## config.mk

```make
export PLATFORM = sky130hd
export DESIGN_NAME = vram_slot_seq
export DESIGN_NICKNAME = d
export VERILOG_FILES = /design/src/rtl/vram_slot_pkg.sv /design/src/rtl/vram_slot_timer.sv /design/src/rtl/vram_slot_decode.sv /design/src/rtl/vram_addr_map.sv /design/src/rtl/vram_slot_seq.sv
export SDC_FILE = /design/constraint.sdc
export NUM_CORES = 1
export LEC_CHECK = 0
export BUFFER_PORTS_ARGS = -buffer_cell sky130_fd_sc_hd__buf_2
export CAP_MARGIN = 10
export CORE_ASPECT_RATIO = 0.5
export CORE_UTILIZATION = 50
export DETAILED_ROUTE_END_ITERATION = 10
export GPL_TIMING_DRIVEN = 0
export PLACE_DENSITY = 0.84
export SLEW_MARGIN = 0
export SYNTH_ARGS = -nofsm -noshare
export SYNTH_HDL_FRONTEND = slang
export SYNTH_HIERARCHICAL = 1
export SYNTH_SLANG_ARGS = --single-unit
```

## constraint.sdc

```tcl
create_clock -name clk_i -period 6.04 [get_ports clk_i]
set_clock_uncertainty 0.15 [all_clocks]
set_input_delay 1.208 -clock clk_i [delete_from_list [all_inputs] [get_ports clk_i]]
set_output_delay 1.208 -clock clk_i [all_outputs]
set_load 0.02 [all_outputs]
```

## src/rtl/vram_slot_pkg.sv

```systemverilog
package vram_slot_pkg;
  localparam int unsigned LINE_SLOTS = 171;
  localparam int unsigned SLOT_W     = $clog2(LINE_SLOTS);
  localparam int unsigned IDX_W      = 6;
  localparam int unsigned LADDR_W    = 14;
  localparam int unsigned ROW_W      = 8;
  localparam int unsigned COL_W      = 6;

  localparam int unsigned SPR_PHASES = 2;
  localparam int unsigned SPR_PH_LEN = 12;
  localparam logic [SLOT_W-1:0] SPR_PH_BASE [SPR_PHASES] = '{8'd0, 8'd17};

  localparam logic [SLOT_W-1:0] YSCAN_BASE = 8'd31;
  localparam logic [SLOT_W-1:0] YSCAN_END  = 8'd39;
  localparam logic [SLOT_W-1:0] BG_BASE    = 8'd39;
  localparam logic [SLOT_W-1:0] BG_END     = 8'd167;
  localparam logic [SLOT_W-1:0] HS_FALL    = 8'd14;
  localparam logic [SLOT_W-1:0] HS_RISE    = 8'd27;

  typedef enum logic [2:0] {
    ACC_EXT     = 3'd0,
    ACC_SPR_XN  = 3'd1,
    ACC_SPR_PAT = 3'd2,
    ACC_NAME    = 3'd3,
    ACC_BG_PAT  = 3'd4,
    ACC_SPR_Y   = 3'd5
  } acc_e;

  typedef struct packed {
    acc_e             kind;
    logic [IDX_W-1:0] idx;
    logic             word;
    logic             ext;
  } slot_info_t;
endpackage

```

## src/rtl/vram_slot_timer.sv

```systemverilog
module vram_slot_timer
  import vram_slot_pkg::*;
#(
  parameter int unsigned CLKS_PER_SLOT = 2
) (
  input  logic              clk_i,
  input  logic              rst_ni,
  output logic [SLOT_W-1:0] slot_o,
  output logic              start_o
);
  localparam int unsigned PH_W = (CLKS_PER_SLOT > 1) ? $clog2(CLKS_PER_SLOT) : 1;
  localparam logic [PH_W-1:0]   PH_LAST   = PH_W'(CLKS_PER_SLOT - 1);
  localparam logic [SLOT_W-1:0] SLOT_LAST = SLOT_W'(LINE_SLOTS - 1);

  logic [PH_W-1:0]   phase_q;
  logic [SLOT_W-1:0] slot_q;

  always_ff @(posedge clk_i or negedge rst_ni) begin
    if (!rst_ni) begin
      phase_q <= '0;
      slot_q  <= '0;
    end else if (phase_q == PH_LAST) begin
      phase_q <= '0;
      slot_q  <= (slot_q == SLOT_LAST) ? '0 : slot_q + 1'b1;
    end else begin
      phase_q <= phase_q + 1'b1;
    end
  end

  assign slot_o  = slot_q;
  assign start_o = (phase_q == '0);
endmodule

```

## src/rtl/vram_slot_decode.sv

```systemverilog
module vram_slot_decode
  import vram_slot_pkg::*;
(
  input  logic [SLOT_W-1:0] slot_i,
  output slot_info_t        info_o,
  output logic              hsync_n_o
);
  logic [SPR_PHASES-1:0] spr_hit;
  logic [SLOT_W-1:0]     spr_off [SPR_PHASES];

  for (genvar g = 0; g < SPR_PHASES; g++) begin : g_spr_ph
    assign spr_off[g] = slot_i - SPR_PH_BASE[g];
    assign spr_hit[g] = (slot_i >= SPR_PH_BASE[g]) &&
                        (slot_i <  SPR_PH_BASE[g] + SLOT_W'(SPR_PH_LEN));
  end

  logic [SLOT_W-1:0] bg_off;
  logic [2:0]        bg_grp;
  logic [1:0]        bg_col;
  logic [1:0]        bg_pos;
  assign bg_off = slot_i - BG_BASE;
  assign bg_grp = bg_off[6:4];
  assign bg_col = bg_off[3:2];
  assign bg_pos = bg_off[1:0];

  always_comb begin
    logic [3:0]       off;
    logic             hi;
    logic [3:0]       r;
    logic [IDX_W-1:0] sbase;
    info_o = '{kind: ACC_EXT, idx: '0, word: 1'b0, ext: 1'b1};
    off    = '0;
    hi     = 1'b0;
    r      = '0;
    sbase  = '0;
    for (int g = 0; g < SPR_PHASES; g++) begin
      if (spr_hit[g]) begin
        off   = spr_off[g][3:0];
        hi    = (off >= 4'd6);
        r     = hi ? off - 4'd6 : off;
        sbase = IDX_W'(4 * g) + (hi ? IDX_W'(2) : IDX_W'(0));
        info_o.ext = 1'b0;
        if (r < 4'd2) begin
          info_o.kind = ACC_SPR_XN;
          info_o.idx  = sbase + IDX_W'(r[0]);
        end else begin
          info_o.kind = ACC_SPR_PAT;
          info_o.idx  = sbase + ((r >= 4'd4) ? IDX_W'(1) : IDX_W'(0));
          info_o.word = r[0];
        end
      end
    end
    if (slot_i >= YSCAN_BASE && slot_i < YSCAN_END) begin
      info_o.kind = ACC_SPR_Y;
      info_o.idx  = IDX_W'(slot_i - YSCAN_BASE);
      info_o.ext  = 1'b0;
    end
    if (slot_i >= BG_BASE && slot_i < BG_END) begin
      unique case (bg_pos)
        2'd0: begin
          info_o.kind = ACC_NAME;
          info_o.idx  = {1'b0, bg_grp, bg_col};
          info_o.ext  = 1'b0;
        end
        2'd1: begin
          if (bg_col != 2'd0) begin
            info_o.kind = ACC_SPR_Y;
            info_o.idx  = IDX_W'(7) + IDX_W'(bg_grp) * IDX_W'(3) + IDX_W'(bg_col);
            info_o.ext  = 1'b0;
          end
        end
        default: begin
          info_o.kind = ACC_BG_PAT;
          info_o.idx  = {1'b0, bg_grp, bg_col};
          info_o.word = bg_pos[0];
          info_o.ext  = 1'b0;
        end
      endcase
    end
  end

  assign hsync_n_o = !(slot_i >= HS_FALL && slot_i < HS_RISE);
endmodule

```

## src/rtl/vram_addr_map.sv

```systemverilog
module vram_addr_map
  import vram_slot_pkg::*;
(
  input  logic [LADDR_W-1:0] addr_i,
  output logic [ROW_W-1:0]   row_o,
  output logic [COL_W-1:0]   col_o
);
  assign row_o = addr_i[8:1];
  assign col_o = {addr_i[13:10], addr_i[9], addr_i[0]};
endmodule

```

## src/rtl/vram_slot_seq.sv

```systemverilog
module vram_slot_seq
  import vram_slot_pkg::*;
#(
  parameter int unsigned CLKS_PER_SLOT = 2
) (
  input  logic               clk_i,
  input  logic               rst_ni,
  input  logic [LADDR_W-1:0] log_addr_i,
  output logic [SLOT_W-1:0]  slot_o,
  output logic               slot_start_o,
  output logic [2:0]         acc_type_o,
  output logic [IDX_W-1:0]   acc_idx_o,
  output logic               acc_word_o,
  output logic               ext_slot_o,
  output logic               hsync_no,
  output logic [ROW_W-1:0]   vram_row_o,
  output logic [COL_W-1:0]   vram_col_o
);
  logic [SLOT_W-1:0] slot;
  slot_info_t        info;

  vram_slot_timer #(.CLKS_PER_SLOT(CLKS_PER_SLOT)) u_timer (
    .clk_i   (clk_i),
    .rst_ni  (rst_ni),
    .slot_o  (slot),
    .start_o (slot_start_o)
  );

  vram_slot_decode u_decode (
    .slot_i    (slot),
    .info_o    (info),
    .hsync_n_o (hsync_no)
  );

  vram_addr_map u_amap (
    .addr_i (log_addr_i),
    .row_o  (vram_row_o),
    .col_o  (vram_col_o)
  );

  assign slot_o     = slot;
  assign acc_type_o = info.kind;
  assign acc_idx_o  = info.idx;
  assign acc_word_o = info.word;
  assign ext_slot_o = info.ext;
endmodule

```

# ---- Word level (Yosys, flattened, before mapping)
# Cells that the tools add are included.
dict set report word_totals {
  regBits 9
  inputBits 16
  output_inout_bits 35
}
dict set report op_classes {
  add_sub_neg 14
  multipliers 1
  order_cmp 16
  n_eq_ne 2
  muxes 22
  bitwise_logic 1
  reduce_logical 9
}
# op count
set ops {}
lappend ops {{two-way mux 11 bit} 3}
lappend ops {{two-way mux 8 bit} 3}
lappend ops {{two-way mux 9 bit} 2}
lappend ops {{case mux 9 bit (2 select lines)} 1}
lappend ops {{greater-or-equal comparator 4 x 3 -> 1 bit (second input constant)} 4}
lappend ops {{greater-or-equal comparator 8 x 5 -> 1 bit (second input constant)} 2}
lappend ops {{< comparator 8 x 5 -> 1 bit (second input constant)} 2}
lappend ops {{adder 6 x 1 -> 6 bit} 2}
lappend ops {{adder 6 bit} 2}
lappend ops {{two-way mux 1 bit} 9}
lappend ops {{adder 8 x 1 -> 8 bit (second input constant)} 1}
lappend ops {{equality test 8 bit (second input constant)} 1}
lappend ops {{greater-or-equal comparator 8 x 1 -> 1 bit (second input constant)} 1}
lappend ops {{greater-or-equal comparator 8 x 4 -> 1 bit (second input constant)} 1}
lappend ops {{greater-or-equal comparator 8 x 6 -> 1 bit (second input constant)} 1}
lappend ops {{< comparator 4 x 2 -> 1 bit (second input constant)} 2}
lappend ops {{< comparator 8 x 4 -> 1 bit (second input constant)} 1}
lappend ops {{< comparator 8 x 6 -> 1 bit (second input constant)} 1}
lappend ops {{< comparator 8 bit (second input constant)} 1}
lappend ops {{two-way mux 4 bit} 2}
lappend ops {{subtractor 4 x 3 -> 4 bit (second input constant)} 2}
lappend ops {{subtractor 7 x 6 -> 7 bit (second input constant)} 1}
lappend ops {{adder 3 x 5 -> 6 bit (first input constant)} 1}
lappend ops {{adder 4 x 6 -> 6 bit (first input constant)} 1}
lappend ops {{other kinds (13)} 18}

# ---- Depth between registers and ports, before layout
# Gate-level depths: netlist of run 1.
dict set report logic_depth {
  ltp_word 13
  depth_mapped 12
  ltp_nobuf 11
}

# ---- Hierarchy
# Netlist of run 1, hierarchy kept.
# mod n_inst cells_per_inst area_per_inst_um2 seq_area_each_um2
set modules_own_cells {}
lappend modules_own_cells {vram_slot_decode 1 153 1136.1 0.0}
lappend modules_own_cells {vram_slot_timer 1 47 474.2 225.2}
lappend modules_own_cells {vram_addr_map 1 14 105.1 0.0}

# ---- Worst setup path before layout of run 1
# Ideal clock, no wire load.
dict set report synth_path {
  kind {reg2out}
  start {reg u_timer.slot_q[0] (netlist: u_timer/slot_o[0])}
  end {out acc_idx_o[4]}
  arrival_time_ns 3.306
  t_required_ns 4.682
  slack_ns 1.376
  path_stages_with_launch 13
  n_path_buf 1
  path_cell_list {dfrtp_1 -> ha_1 -> buf_6 -> a211oi_1 -> o21ai_0 -> nand2_1 -> fa_1 -> ha_1 -> a21o_1 -> a21o_1 -> o31ai_1 -> a32oi_1 -> nor2_1}
}
dict set report synth_between {
  elab_chain_cells 12
  elab_cells_between_ends 48
  cone_classes {add/sub: 12; mul: 1; order compare: 14; eq/ne: 1; mux: 14; reduce/logical: 6}
}
# element line_no
set synth_lines {}
lappend synth_lines {{start, declared} vram_slot_timer.sv:16} ;# logic [SLOT_W-1:0] slot_q;
lappend synth_lines {{start signal, assigned} vram_slot_timer.sv:24} ;# slot_q <= (slot_q == SLOT_LAST) ? '0 : slot_q + 1'b1;
lappend synth_lines {{parallel branches: the longest is 11 deep, another holds subtractor 7 x 6 -> 7 bit} -}
lappend synth_lines {{two-way mux 11 bit *} vram_slot_decode.sv:58} ;# if (slot_i >= BG_BASE && slot_i < BG_END) begin
lappend synth_lines {{end, declared} vram_slot_seq.sv:12} ;# output logic [IDX_W-1:0] acc_idx_o,
# Every way passes the cells marked *.

# ---- Worst setup path after layout of run 1
# Ends and elaborated chain as after synthesis.

==> impl_metrics.toml, run 1 <==
[power_and_ir_drop]
power.density_nw_per_um2 = 74.52
vdd_drop_max_v = 0.0001199
p_leak_nw = 0.9908
p_total_mw = 0.1483

[finish]
nets = 286
drive_above_1_share = 0.3268
fillers = 270
area_growth_pct = 16.05
antenna_cells = 0
fin_cells = 294

[cts]
numCtsBuffers = 3
cts_buffer_depth = 2
clock_sinks = 9
clock-root-buffer = "clkbuf_8"
cts_setup_buffers = 0
cts_tree = "done"
cts_resized = 0
hold_buffers = 0
cts.htree.levels = 1
cts.clk_slew.worst_paths_ps = 40
clk_latency_ps = 230

[synthesis]
yosys-top-cells-area = "dfrtp_1, ha_1, buf_4, nand2_1, o21ai_0"
ys_types = 60
yosysSeqAreaShare = 0.1313
syn-instance-count = 214
ys_ff_latch = 9
syn_area_sq_um = 1715
ys_warn_count = 6
synth_top_area_frac = 0.1313
syn_avg_cell_area_sq_um = 8.016
synth_edf_count = 0
yosysTopAreaCell = "dfrtp_1"
ys_async_sr_fraction = 1.000
synth_nets = 245
ys.flop_type = "dfrtp_1"

[sta]
setup_viol = 0
worst_slew_pin_slew_ps = 544.2
max_clock_freq_ghz = 0.1959
rsz0062_at_grt = "false"
max_slew_margin = 0.6346
whs_ps = 466.3
fin_crit_sh = 0.8451
min_period_ps = 5104
setup_tns_ps = 0
maxSlewViolCount = 0
hold_viol_final = 0

[setup_path]
r2r_end = "u_timer/slot_o[5]$_DFFE_PN0P_"
worstSetupPathType = "reg -> out"
rr_startpoint = "u_timer/slot_o[5]$_DFFE_PN0P_"
rrSetupSlack_ps = 3930
arrival_ps = 3750
path_max_fanout = 10
startpoint_type = "flip-flop"
reg2reg_depth = 4
end_kind = "output port"
critical_path_required_ps = 4680

[floorplan]
die_y_microns = 43.42
io_pins = 51
fp-row-count = 14
die_area_sq_um = 3683
fp.dieW_microns = 84.84
fp.coreArea_sq_um = 3136
start_util = 0.5471

[worst_hold_path]
hp-start = "u_timer/slot_o[4]$_DFFE_PN0P_"
worstHoldPathType = "reg -> reg"
min_to = "u_timer/slot_o[4]$_DFFE_PN0P_"
hold_depth = 1

[global_route]
track_usage = 0.2479
use_met3 = 0.02857
grt_pass1_vias = 1567
antenna_found_initial = 0
grt_first_pass_wirelength_mm = 7.182
busiest_layer = "met2"
met2_usage = 0.4407
grt-ovfl-total = 0
met1_usage = 0.3306
grt_start_max_net_pins = 15

[placed_design]
dp.cells = 290
gp_congestion = 0.8686
numPortBuffers = 36
hpwl_mm = 3.331

[outcome]
status = "finished, violations left"
violations = "design-rule violations"

[detailed_routing]
dr_total_vias = 1776
ant_nets = 0
drtIter0Drc = 208
vias_per_cell = 6.041
first_pass_iters = 10
detail_route.wl_per_cell_microns = 14.96
routed_wl_mm = 4.398
drc = 7

[flow_run]
max-cap-violations = 0
[sequential cells by signal (all words and copies together) (netlist names)]
name,count
u_timer/phase_q,1
u_timer/slot_o,8
[how the worst max path moves through the flow]
stage	cells past startpoint	slack, ps	endpoint	from
after global routing	13	620	acc_idx_o[4]	u_timer/slot_o[0]$_DFFE_PN0P_
after CTS	13	930	acc_idx_o[4]	u_timer/slot_o[0]$_DFFE_PN0P_
after global placement	13	1290	acc_idx_o[4]	u_timer/slot_o[0]$_DFFE_PN0P_
after detailed placement	13	1200	acc_idx_o[4]	u_timer/slot_o[0]$_DFFE_PN0P_
final	13	940	acc_idx_o[4]	u_timer/slot_o[0]$_DFFE_PN0P_
after floorplan	12	1380	acc_idx_o[4]	u_timer/slot_o[0]$_DFFE_PN0P_
[routing by layer]
layer	vias up	part of all wire
met3	0	0.091
li1	840	-
met4	0	0
met2	111	0.50
met1	825	0.41
met5	-	0
[layout by cell type, fill, tap and decap left out, types with 2 or more instances in the layout]
master,netlist,routed
a211oi_1,2,2
a22o_1,3,3
a32oi_1,4,4
nor2_1,14,14
o22ai_1,4,4
o211ai_2,2,2
nand4_1,4,4
o21ai_1,2,2
o31a_1,3,3
dfrtp_1,9,9
inv_1,10,10
nor3_1,3,3
nand3_1,6,6
xor2_1,4,4
o31ai_1,2,2
a21o_1,4,4
o21ai_0,14,14
o21a_1,2,2
clkbuf_8,0,3
nor4_1,3,3
buf_4,14,14
xnor2_1,8,8
and3_1,3,3
a21oi_1,9,9
buf_6,3,3
nand2b_1,5,5
nand2_1,22,22
or3_1,2,2
fa_1,2,2
clkbuf_1,1,2
ha_1,13,13
buf_2,8,44
[metrics by stage]
| step | area (sq um) | util | worst slack (ps) |
|---|---|---|---|
| 4_1_cts | 1991 | 0.6349 | 932.7 |
| 3_3_place_gp | 1946 | 0.6205 | 1294 |
| 6_report | 1991 | 0.6349 | 935.7 |
| 2_1_floorplan | 1715 | - | 1376 |
| 3_5_place_dp | 1946 | 0.6205 | 1197 |
| 5_1_grt | 1991 | 0.6349 | 618.8 |
[layout make-up]
cell class	count	area, sq um	area share
multi-input cells	167	1261	0.6336
flip-flops and latches	9	225.2	0.1131
plain buffers	27	187.7	0.09428
repair buffers	36	180.2	0.09051
well taps	40	50.05	0.02514
clock buffers	4	45.04	0.02263
inverters	11	41.29	0.02074
[cells by family (layout without fill, tap and decap cells)]
kind of cell	after synthesis	count (layout)	share of synthesized area
AND/OR/NAND/NOR	73	73	0.2414
AO/OA/AOI/OAI	62	62	0.2699
buffers and inverters	38	78	0.1335
flip-flops	9	9	0.1313
adder cells (fa/ha/maj)	15	15	0.1182
multiplexers	3	3	0.02553
XOR/XNOR	14	14	0.08024
[synthesized netlist by cell type (all sizes together), types with 5 or more instances]
master,n
nand3,6
a21oi,10
nor2,14
ha,13
buf,25
xor2,5
nand2,22
xnor2,9
dfrtp,9
o21ai,16
inv,11
nand2b,5
[report_power, final]
group | leakage (nW) | internal [mW] | switching, mW
Clock | 0.0228 | 0.0459 | 0.0229
Sequential | 0.111 | 0.0605 | 0
Combinational | 0.857 | 0.00909 | 0.00988
Total | 0.991 | 0.116 | 0.0328
[critical path: stages, from the launching register on]
cell      delay [ps]
dfrtp_1          500
ha_1             310
buf_6            160
a211oi_1         350
o21ai_0          240
nand2_1          200
fa_1             480
ha_1             310
a21o_1           180
a21o_1           190
o31ai_1          190
a32oi_1          130
nor2_1           110
buf_2            170
(Power assumes the default switching activity.)
==> inputs of run 2 (changes only) <==
--- a/config.mk
+++ b/config.mk
@@ -8,7 +8,7 @@
 export BUFFER_PORTS_ARGS = -buffer_cell sky130_fd_sc_hd__buf_2
 export CAP_MARGIN = 10
 export CORE_ASPECT_RATIO = 0.5
-export CORE_UTILIZATION = 50
+export CORE_UTILIZATION = 48
 export DETAILED_ROUTE_END_ITERATION = 10
 export GPL_TIMING_DRIVEN = 0
 export PLACE_DENSITY = 0.84
==> constraint.sdc (replaced) <==
create_clock -name clk_i -period 4.5 [get_ports clk_i]
set_clock_uncertainty 0.15 [all_clocks]
set_input_delay 0.9 -clock clk_i [delete_from_list [all_inputs] [get_ports clk_i]]
set_output_delay 0.9 -clock clk_i [all_outputs]
set_load 0.02 [all_outputs]
==> run 2 against run 1 <==
  * Critical path type unchanged
  * Worst hold slack lost 100 ps
  * Sequential power grew 34%
  * Critical path depth is the same
  * Final cell count grew 4.8%
  * The run now ends clean
==> impl_metrics.toml, run 2 (same netlist as run 1, synthesis figures left out) <==
[finish]
fin_cells = 308
fillers = 277
multi_input_area_sq_um = 1311
drive_above_1_share = 0.4000
largest_reg_flops = 8
area_growth_pct = 22.47
final_cell_mix = "buf_2, buf_4, nand2_1, nor2_1, o21ai_0"
antenna_cells = 0
seq_area_sq_um = 230.2
nets = 292
final_common_cell = "buf_2"
design_area_sq_um = 2101

[cts]
cts.htree.levels = 1
clk_latency_ps = 230
cts.clk_slew.worst_paths_ps = 40
hold_buffers = 0
clock_sinks = 9
cts_buffer_depth = 2
numCtsBuffers = 3
cts_tree = "done"
clock-root-buffer = "clkbuf_8"

[global_route]
grt-ovfl-total = 0
busiest_layer = "met2"
grt_start_max_net_pins = 15
met2_usage = 0.4587
antenna_found_initial = 0
grt_first_pass_wirelength_mm = 7.438
met1_usage = 0.2952
use_met3 = 0.02425
grt_pass1_vias = 1653
track_usage = 0.2453

[flow_run]
max-cap-violations = 0

[detailed_routing]
drc = 0
ant_nets = 0
detail_route.wl_per_cell_microns = 14.84
routed_wl_mm = 4.571
dr_total_vias = 1852
drtIter0Drc = 142
first_pass_iters = 5
vias_per_cell = 6.013

[power_and_ir_drop]
power.density_nw_per_um2 = 94.48
p_leak_nw = 1.036
vdd_drop_max_v = 0.0001514

[setup_path]
rrSetupSlack_ps = 2530
path_max_fanout = 10
arrival_ps = 3310
worstSetupPathType = "reg -> out"
end_kind = "output port"
startpoint_type = "flip-flop"
critical_path_required_ps = 3450

[outcome]
status = "finished clean"

[sta]
fin_crit_sh = 0.9692
min_period_ps = 4361
max_slew_margin = 0.6933
hold_viol_final = 0
maxSlewViolCount = 0
worst_slew_pin_slew_ps = 460.1
setup_viol = 0
max_clock_freq_ghz = 0.2293
setup_slack_ps = 138.6

[placed_design]
gp_congestion = 0.8844
hpwl_mm = 3.313
pre_cts_slack_ps = -66.32
dp.cells = 298
dpl_cell_area_sq_um = 1956
numPortBuffers = 36

[worst_hold_path]
worstHoldPathType = "in -> async"

[floorplan]
fp-row-count = 14
io_pins = 51
fp.coreArea_sq_um = 3188
fp.dieW_microns = 86.54
start_util = 0.5381
die_area_sq_um = 3831
die_y_microns = 44.27
run 2: cell count changes in the layout (fill, tap and decap cells not counted), sizes merged:
| cell | previous run | this run |
|---|---|---|
| buf | 61 | 67 |
run 2: final timing paths:
check                                              start                             to  cells past startpoint
max                        u_timer/slot_o[1]$_DFFE_PN0P_                   acc_idx_o[4]                     13
min                                               rst_ni  u_timer/slot_o[1]$_DFFE_PN0P_                      1
max reg2reg                u_timer/slot_o[6]$_DFFE_PN0P_  u_timer/slot_o[5]$_DFFE_PN0P_                      4
min reg2reg                u_timer/slot_o[4]$_DFFE_PN0P_  u_timer/slot_o[4]$_DFFE_PN0P_                      1
max in group asynchronous                         rst_ni  u_timer/slot_o[5]$_DFFE_PN0P_                      1
min in group clk_i         u_timer/slot_o[4]$_DFFE_PN0P_  u_timer/slot_o[4]$_DFFE_PN0P_                      1
run 2: layout make-up:
class / instances / area share
Sequential cell: 9 / 0.1096
Inverter: 11 / 0.01965
Tap cell: 48 / 0.02859
Multi-Input combinational cell: 167 / 0.6242
Buffer: 27 / 0.08934
Clock buffer: 4 / 0.02144
Timing Repair Buffer: 42 / 0.1072
run 2: routing by layer:
metal / wire, microns / up-vias
met1: 1867 / 870
met5: 0 / -
met2: 2243 / 125
met4: 61 / 0
met3: 398 / 9
li1: - / 848
run 2: worst max-delay path: stages (launching register included):
cell and delay [ps]:
dfrtp_2 400, ha_2 220, buf_6 160, a211oi_4 80
or3_4 400, nand2_2 100, fa_2 470, ha_1 310
a21o_1 180, a21o_1 190, o31ai_1 200, a32oi_1 130
nor2_1 90, buf_2 160
run 2: report_power, final:
part	leakage, nW	internal [mW]	total, mW	switching, mW
logic	0.908	0.0122	0.0253	0.0131
registers	0.106	0.0812	0.0812	0
clock network	0.0228	0.0616	0.0919	0.0303
run 2: what timing repair did:
item | CTS | global route
gates resized for setup | 10 | 7
buffers inserted | 2 | 4
pin swaps | 2 | 3
endpoints found under the setup margin | 4 | 1
run 2: stage by stage:
step	power [mW]	hold slack (ps)	setup TNS, ps	utilization
floorplan	0.1006	432.8	0	-
global placement	0.1078	421.9	0	0.6134
detailed placement	0.1081	429.5	-66.32	0.6134
CTS	0.2012	367.7	0	0.6456
global route	0.2079	373.6	-2.271	0.6589
finish	0.1985	362.6	0	0.6589
==> inputs of run 3 (changes only) <==
--- a/config.mk
+++ b/config.mk
@@ -5,7 +5,7 @@
 export SDC_FILE = /design/constraint.sdc
 export NUM_CORES = 1
 export LEC_CHECK = 0
-export BUFFER_PORTS_ARGS = -buffer_cell sky130_fd_sc_hd__buf_2
+export BUFFER_PORTS_ARGS = -buffer_cell sky130_fd_sc_hd__buf_4
 export CAP_MARGIN = 10
 export CORE_ASPECT_RATIO = 0.5
 export CORE_UTILIZATION = 48
==> run 3 against run 2 <==
  * Sequential power about the same
  * Highest routed layer unchanged
  * Critical endpoint unchanged
  * Non-clock buffer count up 9
  * Maximum frequency is 0.97% lower
==> impl_metrics.toml, run 3 (same netlist as run 1, synthesis figures left out) <==
[global_route]
grt_pass1_vias = 1635
grt_first_pass_wirelength_mm = 7.265
grt_start_max_net_pins = 15
track_usage = 0.2356
antenna_found_initial = 0
grt-ovfl-total = 0

[setup_path]
worstSetupPathType = "reg -> out"
end_kind = "output port"
rr_startpoint = "u_timer/slot_o[5]$_DFFE_PN0P_"
path_common_cell = "a21o_1"
path_max_fanout = 12
critPathMaxStageDelay_ps = 670
startpoint = "u_timer/slot_o[5]$_DFFE_PN0P_"
rrSetupSlack_ps = 2350
worst-path-buf-inv = 2
critical-path-top-delay-family = "adder cells"
arrival_ps = 3350
critical_path_required_ps = 3450
startpoint_type = "flip-flop"
slowest_stage = "dfrtp_1"
path_cells = "inv_2 -> or3_4 -> nand2_2 -> fa_2 -> ha_1 -> a21o_1 -> a21o_1 -> o31ai_1 -> a32oi_1 -> nor2_1 -> buf_4"

[finish]
largest_reg_flops = 8
fin_cells = 317
final_cell_mix = "buf_4, nand2_1, nor2_1, o21ai_0, ha_1"
antenna_cells = 0
nets = 301
final_common_cell = "buf_4"
design_area_sq_um = 2281
area_growth_pct = 32.97
drive_above_1_share = 0.4238

[floorplan]
fp-row-count = 14
die_area_sq_um = 3831
io_pins = 51
fp.dieW_microns = 86.54
die_y_microns = 44.27
fp.coreArea_sq_um = 3188
start_util = 0.5381

[detailed_routing]
vias_per_cell = 5.880
detail_route.wl_per_cell_microns = 15.16
drc = 0
drtIter0Drc = 229
dr_total_vias = 1864
first_pass_iters = 5
routed_wl_mm = 4.807
ant_nets = 0

[sta]
worst_slew_pin_slew_ps = 539.8
max_slew_margin = 0.6401
setup_viol = 0
max_clock_freq_ghz = 0.2271
whs_ps = 334.9
maxSlewViolCount = 0
hold_viol_final = 0
fin_crit_sh = 0.9787
min_period_ps = 4404

[outcome]
status = "finished clean"

[flow_run]
max-cap-violations = 0

[cts]
numCtsBuffers = 3
clock-root-buffer = "clkbuf_8"
cts_tree = "done"
cts.clk_slew.worst_paths_ps = 50
clk_latency_ps = 230
clock_sinks = 9
hold_buffers = 0
cts_buffer_depth = 2
cts.htree.levels = 1

[placed_design]
gp_congestion = 0.8868
hpwl_mm = 3.331
numPortBuffers = 36
dpl_cell_area_sq_um = 2046
dp.cells = 298

[power_and_ir_drop]
vdd_drop_max_v = 0.0001824
p_leak_nw = 1.099
power.density_nw_per_um2 = 89.97

[worst_hold_path]
worstHoldPathType = "in -> async"
## run 3: cell count changes in the layout (fill, tap and decap cells not counted), sizes merged
cell	previous run	this run
buf	67	76
## run 3: metal layers
layer  up-vias  global-route usage  wire [microns]  share of wire
met5         -                   0               0              0
met4         0             0.07333              57          0.012
met3         8             0.02239             382          0.079
met2       102              0.4413            2360           0.49
met1       879              0.2945            2007           0.42
li1        875                   -               -              -
## run 3: what timing repair did
item,in CTS,in global routing
endpoints found under the setup margin,4,1
pin swaps,2,9
gates resized for setup,11,12
hold endpoints to repair,0,0
setup buffers,1,16
## run 3: through the flow
stage	total power, mW	utilization	TNS [ps]	worst slack (ps)
finish	0.2052	0.7155	0	95.87
global route	0.2120	0.7155	-86.23	-86.23
CTS	0.2066	0.6719	0	20.10
detailed placement	0.1124	0.6417	-65.13	-65.13
global placement	0.1121	0.6417	0	69.64
floorplan	0.1006	-	0	143.7
## run 3: final cells by class
cell class / instances / area (sq um)
Buffer: 25 / 173.9
Clock buffer: 4 / 45.04
Fill cell: 265 / 907.1
Inverter: 11 / 41.29
Multi-Input combinational cell: 167 / 1333
Sequential cell: 9 / 230.2
Tap cell: 48 / 60.06
Timing Repair Buffer: 53 / 397.9
## run 3: final timing paths
check / depth (start not counted) / to
worst max register to register: 4 / u_timer/slot_o[5]$_DFFE_PN0P_
min in group clk_i: 1 / u_timer/slot_o[4]$_DFFE_PN0P_
worst min-delay path: 1 / u_timer/slot_o[1]$_DFFE_PN0P_
worst max-delay path: 11 / acc_idx_o[4]
max in group asynchronous: 1 / u_timer/slot_o[3]$_DFFE_PN0P_
worst min register to register: 1 / u_timer/slot_o[4]$_DFFE_PN0P_
## run 3: power by group
part | total, mW | internal, mW | switching [mW]
Combinational | 0.0296 | 0.0161 | 0.0136
Clock | 0.0945 | 0.0618 | 0.0326
Sequential | 0.0811 | 0.0811 | 0
